## config.mk

```make
export PLATFORM = sky130hd
export DESIGN_NAME = dither_period_gen
export DESIGN_NICKNAME = d
export VERILOG_FILES = /design/src/rtl/dpg_pkg.sv /design/src/rtl/dpg_dither.sv /design/src/rtl/dpg_stage_cnt.sv /design/src/rtl/dpg_pow2_div.sv /design/src/rtl/dither_period_gen.sv
export SDC_FILE = /design/constraint.sdc
export NUM_CORES = 1
export LEC_CHECK = 0
export BUFFER_PORTS_ARGS = -buffer_cell sky130_fd_sc_hd__buf_2
export CAP_MARGIN = 15
export CORE_AREA = 2 2 68 70
export CTS_BUF_LIST = sky130_fd_sc_hd__clkbuf_4
export DETAILED_ROUTE_END_ITERATION = 10
export DIE_AREA = 0 0 70 72
export GPL_TIMING_DRIVEN = 0
export HOLD_SLACK_MARGIN = 0.12
export PLACE_DENSITY = 0.73
export RECOVER_POWER = 25
export SLEW_MARGIN = 20
export SYNTH_ARGS = -nofsm -noshare
export SYNTH_HDL_FRONTEND = slang
export SYNTH_HIERARCHICAL = 1
export SYNTH_SLANG_ARGS = --single-unit
```

## constraint.sdc

```tcl
create_clock -name clk -period 3.3 [get_ports clk]
set_input_delay 0.66 -clock clk [delete_from_list [all_inputs] [get_ports clk]]
set_output_delay 0.66 -clock clk [all_outputs]
set_load 0.03 [all_outputs]
```

## src/rtl/dpg_pkg.sv

```systemverilog
package dpg_pkg;

  // pass state of the stage counter
  typedef enum logic [1:0] {
    PH_IDLE   = 2'd0,
    PH_FIRST  = 2'd1,
    PH_SECOND = 2'd2
  } pass_e;

endpackage

```

## src/rtl/dpg_dither.sv

```systemverilog
module dpg_dither #(
  parameter int FINE_W = 5
) (
  input  logic              clk,
  input  logic              rst_n,
  input  logic              load,
  input  logic [FINE_W-1:0] fine_in,
  output logic              long_o
);

  logic [FINE_W-1:0] acc_q;
  logic [FINE_W:0]   sum;

  assign sum = {1'b0, acc_q} + {1'b0, fine_in};

  always_ff @(posedge clk or negedge rst_n) begin
    if (!rst_n) begin
      acc_q  <= '0;
      long_o <= 1'b0;
    end else if (load) begin
      acc_q  <= sum[FINE_W-1:0];
      long_o <= sum[FINE_W];
    end
  end


  zero_fine_short_chk: assert property (@(posedge clk) disable iff (!rst_n)
    (load && fine_in == '0) |=> !long_o);


  full_fine_long_chk: assert property (@(posedge clk) disable iff (!rst_n)
    (load && fine_in == '1 && acc_q != '0) |=> long_o);

endmodule

```

## src/rtl/dpg_stage_cnt.sv

```systemverilog
module dpg_stage_cnt
  import dpg_pkg::*;
#(
  parameter int COARSE_W   = 3,
  parameter int BASE_LEN   = 17,
  parameter bit DOUBLE_TOP = 1'b1,
  parameter int CNT_W      = 6
) (
  input  logic                clk,
  input  logic                rst_n,
  input  logic                tick,
  input  logic [COARSE_W-1:0] coarse_in,
  input  logic                long_i,
  output logic                load_o,
  output logic                cyc_end_o
);

  pass_e               ph_q;
  logic [CNT_W-1:0]    cnt_q;
  logic [COARSE_W-1:0] coarse_q;
  logic [CNT_W-1:0]    base;
  logic                dbl;
  logic                last_pass;
  logic                pass_end;

  generate
    if (DOUBLE_TOP) begin : g_dbl
      assign dbl = (coarse_q == {COARSE_W{1'b1}}) && long_i;
    end else begin : g_nodbl
      assign dbl = 1'b0;
    end
  endgenerate

  always_comb begin
    if (dbl)
      base = CNT_W'(BASE_LEN);
    else
      base = CNT_W'(BASE_LEN) + CNT_W'({coarse_q, 1'b0}) + (long_i ? CNT_W'(2) : CNT_W'(0));
  end

  assign last_pass = !dbl || (ph_q == PH_SECOND);
  assign pass_end  = tick && (ph_q != PH_IDLE) && (cnt_q == base - CNT_W'(1));
  assign load_o    = tick && (ph_q == PH_IDLE);
  assign cyc_end_o = pass_end && last_pass;

  always_ff @(posedge clk or negedge rst_n) begin
    if (!rst_n) begin
      ph_q     <= PH_IDLE;
      cnt_q    <= '0;
      coarse_q <= '0;
    end else if (load_o) begin
      ph_q     <= PH_FIRST;
      cnt_q    <= CNT_W'(1);
      coarse_q <= coarse_in;
    end else if (pass_end) begin
      cnt_q <= '0;
      ph_q  <= last_pass ? PH_IDLE : PH_SECOND;
    end else if (tick && ph_q != PH_IDLE) begin
      cnt_q <= cnt_q + CNT_W'(1);
    end
  end


  second_pass_doubled_chk: assert property (@(posedge clk) disable iff (!rst_n)
    (ph_q == PH_SECOND) |-> dbl);


  cnt_in_len_chk: assert property (@(posedge clk) disable iff (!rst_n)
    (ph_q != PH_IDLE) |-> (cnt_q < base));


  coarse_held_chk: assert property (@(posedge clk) disable iff (!rst_n)
    (ph_q != PH_IDLE) |=> $stable(coarse_q));

endmodule

```

## src/rtl/dpg_pow2_div.sv

```systemverilog
module dpg_pow2_div #(
  parameter int DIV_W   = 4,
  parameter int DIV_MAX = 9
) (
  input  logic             clk,
  input  logic             rst_n,
  input  logic             load,
  input  logic [DIV_W-1:0] code_in,
  input  logic             step,
  output logic             en_o
);

  localparam int DCNT_W = DIV_MAX + 1;

  logic [DIV_W-1:0]  exp_q;
  logic [DIV_W-1:0]  exp_sat;
  logic [DCNT_W-1:0] cnt_q;
  logic [DCNT_W-1:0] lim_m1;
  logic              wrap;

  assign exp_sat = (code_in > DIV_W'(DIV_MAX)) ? DIV_W'(DIV_MAX) : code_in;
  assign lim_m1  = (DCNT_W'(1) << exp_q) - DCNT_W'(1);
  assign wrap    = (cnt_q >= lim_m1);

  always_ff @(posedge clk or negedge rst_n) begin
    if (!rst_n) begin
      exp_q <= '0;
      cnt_q <= '0;
      en_o  <= 1'b0;
    end else begin
      if (load)
        exp_q <= exp_sat;
      if (step) begin
        cnt_q <= wrap ? '0 : cnt_q + DCNT_W'(1);
        en_o  <= wrap;
      end else begin
        en_o  <= 1'b0;
      end
    end
  end


  exp_sat_chk: assert property (@(posedge clk) disable iff (!rst_n)
    exp_q <= DIV_W'(DIV_MAX));


  cnt_bound_chk: assert property (@(posedge clk) disable iff (!rst_n)
    step |=> (cnt_q <= $past(lim_m1)));

endmodule

```

## src/rtl/dither_period_gen.sv

```systemverilog
module dither_period_gen #(
  parameter int STAGE_W    = 8,
  parameter int FINE_W     = 5,
  parameter int DIV_W      = 4,
  parameter int DIV_MAX    = 9,
  parameter int BASE_LEN   = 17,
  parameter bit DOUBLE_TOP = 1'b1
) (
  input  logic               clk,
  input  logic               rst_n,
  input  logic               stage_tick,
  input  logic [STAGE_W-1:0] stage_word,
  input  logic [DIV_W-1:0]   div_code,
  output logic               cyc_pulse,
  output logic               div_en
);

  localparam int COARSE_W = STAGE_W - FINE_W;
  localparam int MAX_LEN  = BASE_LEN + 2 * ((1 << COARSE_W) - 1) + 2;
  localparam int CNT_W    = $clog2(MAX_LEN + 1);

  logic load;
  logic cyc_end;
  logic long_cyc;

  dpg_dither #(.FINE_W(FINE_W)) u_dither (
    .clk     (clk),
    .rst_n   (rst_n),
    .load    (load),
    .fine_in (stage_word[FINE_W-1:0]),
    .long_o  (long_cyc)
  );

  dpg_stage_cnt #(
    .COARSE_W   (COARSE_W),
    .BASE_LEN   (BASE_LEN),
    .DOUBLE_TOP (DOUBLE_TOP),
    .CNT_W      (CNT_W)
  ) u_stage (
    .clk       (clk),
    .rst_n     (rst_n),
    .tick      (stage_tick),
    .coarse_in (stage_word[STAGE_W-1:FINE_W]),
    .long_i    (long_cyc),
    .load_o    (load),
    .cyc_end_o (cyc_end)
  );

  dpg_pow2_div #(.DIV_W(DIV_W), .DIV_MAX(DIV_MAX)) u_div (
    .clk     (clk),
    .rst_n   (rst_n),
    .load    (load),
    .code_in (div_code),
    .step    (cyc_end),
    .en_o    (div_en)
  );

  always_ff @(posedge clk or negedge rst_n) begin
    if (!rst_n) cyc_pulse <= 1'b0;
    else        cyc_pulse <= cyc_end;
  end


  div_with_pulse_chk: assert property (@(posedge clk) disable iff (!rst_n)
    div_en |-> cyc_pulse);


  pulse_after_tick_chk: assert property (@(posedge clk) disable iff (!rst_n)
    cyc_pulse |-> $past(stage_tick));


  pulse_single_chk: assert property (@(posedge clk) disable iff (!rst_n)
    cyc_pulse |=> !cyc_pulse);

endmodule

```

==> run_results.csv <==
group,metric,value,unit
hold_path,worstHoldPathCells,2,
sta,min_period_over_period,96.0,%
setup_path,reg2regPathDepth,13,
synthesis,synth-seq-cells,33,
place,port_buffers,16,
cts,cts_buffer_depth,2,
drt,wl,4.55,mm
synthesis,synth_fp_nets,270,
setup_path,cp-start-kind,"flop",
setup_path,max_stage_delay,0.45,ns
setup_path,end_kind,"flop",
synthesis,syn_area,2260,sq um
cts,cts_made_buffers,5,
synthesis,yosys.area.top_type,"dfrtp_1",
finish,nFillCells,383,
cts,cts_sinks,33,
global_routing,grt_use_met3,4.58,%
synthesis,synth_cell_type_count,54,
power,finalPower,0.781,mW
finish,areaGrowthSynthToFinish,9.96,%
place,dp_slack,-0.0157,ns
setup_path,crit_type,"reg2reg",
setup_path,regToRegSetupSlack,0.13,ns
synthesis,yosys.area.top_type_share,36.5,%
synthesis,synth_area_per_cell,9.71,sq um
setup_path,reg2reg_to,"u_div/cnt_q[9]",
sta,drv_slew,34,
finish,final_cell_mix,"dfrtp_1 (33), nand2_1 (21), a21oi_1 (21), ha_1 (21), o21ai_0 (17)",
cts,clk_latency,0.33,ns
global_routing,grt_util_all_layers,20.3,%
status,violations,"max-capacitance violations, max-slew violations",
cts,root_buffer,"clkbuf_4",
hold_path,min_to,"u_dither/acc_q[3]",
synthesis,async_flop_share,100,%
drt,drc,0,
status,outcome,"finished, violations left",
sta,worst-slew-pin-transition,1.86,ns
global_routing,met1_usage,27.3,%
place,dp_hpwl,3.29,mm
sta,fmax,0.316,GHz
floorplan,die_x,70,um
synthesis,yosysWarnings,6,
setup_path,path_cells,"ha_1, ha_1, ha_1, a21o_2, a211o_1, nor4_4, and3b_1, clkbuf_2, nand4_1, nor3_2, nand3_1, xor2_1, a21oi_1",
sta,setup_viol,0,
setup_path,rr_startpoint,"u_dither/long_o",
hold_path,min_from,"u_dither/acc_q[3]",
sta,relSlewSlack,-24.2,%
floorplan,die_h,72,um
sta,finalSetupTns,0,ns
setup_path,cpMostUsedCell,"ha_1",
finish,seqCellArea,826,sq um
cts,cts_tree,"done",
setup_path,crit_path_start,"u_dither/long_o",
drt,detail_route.wl_per_cell,14.6,um
drt,viasPerCell,5.81,
floorplan,core_area,4260,sq um
run,drv_cap,1,
global_routing,grt_max_degree,34,
floorplan,initial_core_util,53.1,%
global_routing,use_met2,33.1,%
finish,drive_gt1_share,19.6,%
synthesis,synth_area_leaders,"dfrtp_1 (37%), ha_1 (12%), a21oi_1 (4.6%)",
setup_path,critPathArrivalTime,3.43,ns
cts,cts_hold_buf,0,
global_routing,antenna_found_initial,0,
hold_path,worstHoldPathType,"reg2reg",
sta,finalHoldViolations,0,
cts,cts_htree_levels,2,
sta,period_minus_slack,3.17,ns
synthesis,syn_inst,233,
finish,antenna_cells,0,
drt,drtIter0Drc,120,
drt,antenna_left,0,
finish,multi_input_area,1370,sq um
floorplan,die_area,5040,sq um
drt,via_count,1814,
floorplan,ios,17,
setup_path,critPathRequiredTime,3.56,ns
synthesis,seq_area_frac_synth,36.5,%
cts,path_clk_slew,0.10,ns
global_routing,grt_pass1_wl,8.15,mm
power,ir_worst_vdd,0.133,mV
floorplan,rows,24,
global_routing,top_usage_layer,"met2",
place,gp_congestion,0.772,
finish,final_common_cell,"dfrtp_1",
global_routing,grt.overflow.total,0,
setup_path,cp_max_fo,7,
drt,firstDrtPassIters,4,
finish,fin_nets,297,
synthesis,synth_top_flop_cell,"dfrtp_1",
setup_path,cpMaxStageDelayCell,"dfrtp_1",
power,leakage,1.17,nW
power,powerDensity,314,nW/um^2
sta,fin_worst_skew,0.00732,ns
synthesis,synth_edf_count,0,
sta,worst_slack,0.131,ns
global_routing,grt_pass1_vias,1780,
[critical path: cells and delay by family, from the launching register on]
kind	cells	cell delay (ns)
compound gates	3	0.61
xor+xnor	1	0.15
fa+ha+maj	3	0.71
buf+inv	1	0.19
flops	1	0.45
simple gates	5	1.00
[metal layers]
layer	wire length, um	vias to the layer above
li1	-	926
met1	2260	850
met2	2050	32
met3	186	6
met4	59	0
met5	0	-
[metrics by stage]
step	hold WS (ns)	std cells	utilization, %	instance area [sq um]
4_1_cts	0.409	309	57.8	2460
6_report	0.504	312	58.3	2490
3_5_place_dp	0.484	301	56.5	2410
3_3_place_gp	0.474	301	56.5	2410
2_1_floorplan	0.364	233	-	2260
5_1_grt	0.545	312	58.3	2490
[cell families (layout without fill, tap and decap cells)]
kind of cell | Yosys count | in the layout | synth area share (%)
simple gates | 78 | 78 | 19.8
compound gates | 71 | 71 | 22.5
flops | 33 | 33 | 36.5
fa+ha+maj | 22 | 22 | 12.5
buf+inv | 16 | 43 | 3.04
mux | 7 | 7 | 3.37
xor+xnor | 6 | 6 | 2.32
[sequential cells by signal, indices dropped and copies added, names as in the netlist]
| signal | count |
|---|---|
| cyc_pulse | 1 |
| u_dither/acc_q | 5 |
| u_dither/long_o | 1 |
| u_div/cnt_q | 10 |
| u_div/en_o | 1 |
| u_div/exp_q | 4 |
| u_stage/cnt_q | 6 |
| u_stage/coarse_q | 3 |
| u_stage/ph_q | 2 |
[power breakdown]
part	leakage [nW]	total (mW)	switching, mW	internal, mW
clock network	0.0292	0.221	0.135	0.0856
registers	0.395	0.460	0.0321	0.427
logic	0.747	0.101	0.0550	0.0461
[cell usage after synthesis (2+ instances only)]
library cell / count
dfrtp_1: 33
a21oi_1: 21
ha_1: 21
nand2_1: 21
o21ai_0: 17
nor2_1: 15
inv_1: 12
nand3_1: 9
and3_1: 5
mux2_2: 5
nand3b_1: 4
o2111ai_1: 4
xnor2_1: 4
a211oi_1: 3
nand4_1: 3
nor3_1: 3
nor4_1: 3
o211ai_2: 3
a211o_1: 2
a211oi_2: 2
a21o_1: 2
and2_1: 2
and3_2: 2
clkbuf_1: 2
mux2i_1: 2
o21a_1: 2
o31a_1: 2
o31ai_1: 2
xor2_1: 2
[layout make-up]
class | instances | area share [%]
sequential | 33 | 33.2
tap | 52 | 2.62
buffer | 4 | 0.956
clock inverter | 1 | 0.151
clock buffer | 6 | 1.81
inverter | 12 | 1.81
multi-input combinational | 184 | 55.1
timing repair buffer | 20 | 4.38
[worst max-delay path by stage]
stage                     endpoint  cells past startpoint
global placement    u_div/cnt_q[9]                     13
finish              u_div/cnt_q[9]                     13
detailed placement  u_div/cnt_q[9]                     13
floorplan           u_div/cnt_q[9]                     13
CTS                 u_div/cnt_q[9]                     13
global route        u_div/cnt_q[4]                     13
[timing repair]
action / 4_1_cts / 5_1_grt
endpoints found under the setup margin: 1 / 10
pin swaps: 1 / 1
gates resized for setup: 0 / 1
buffers inserted: 1 / 3
Note: power is estimated with default switching activity, not from simulation.
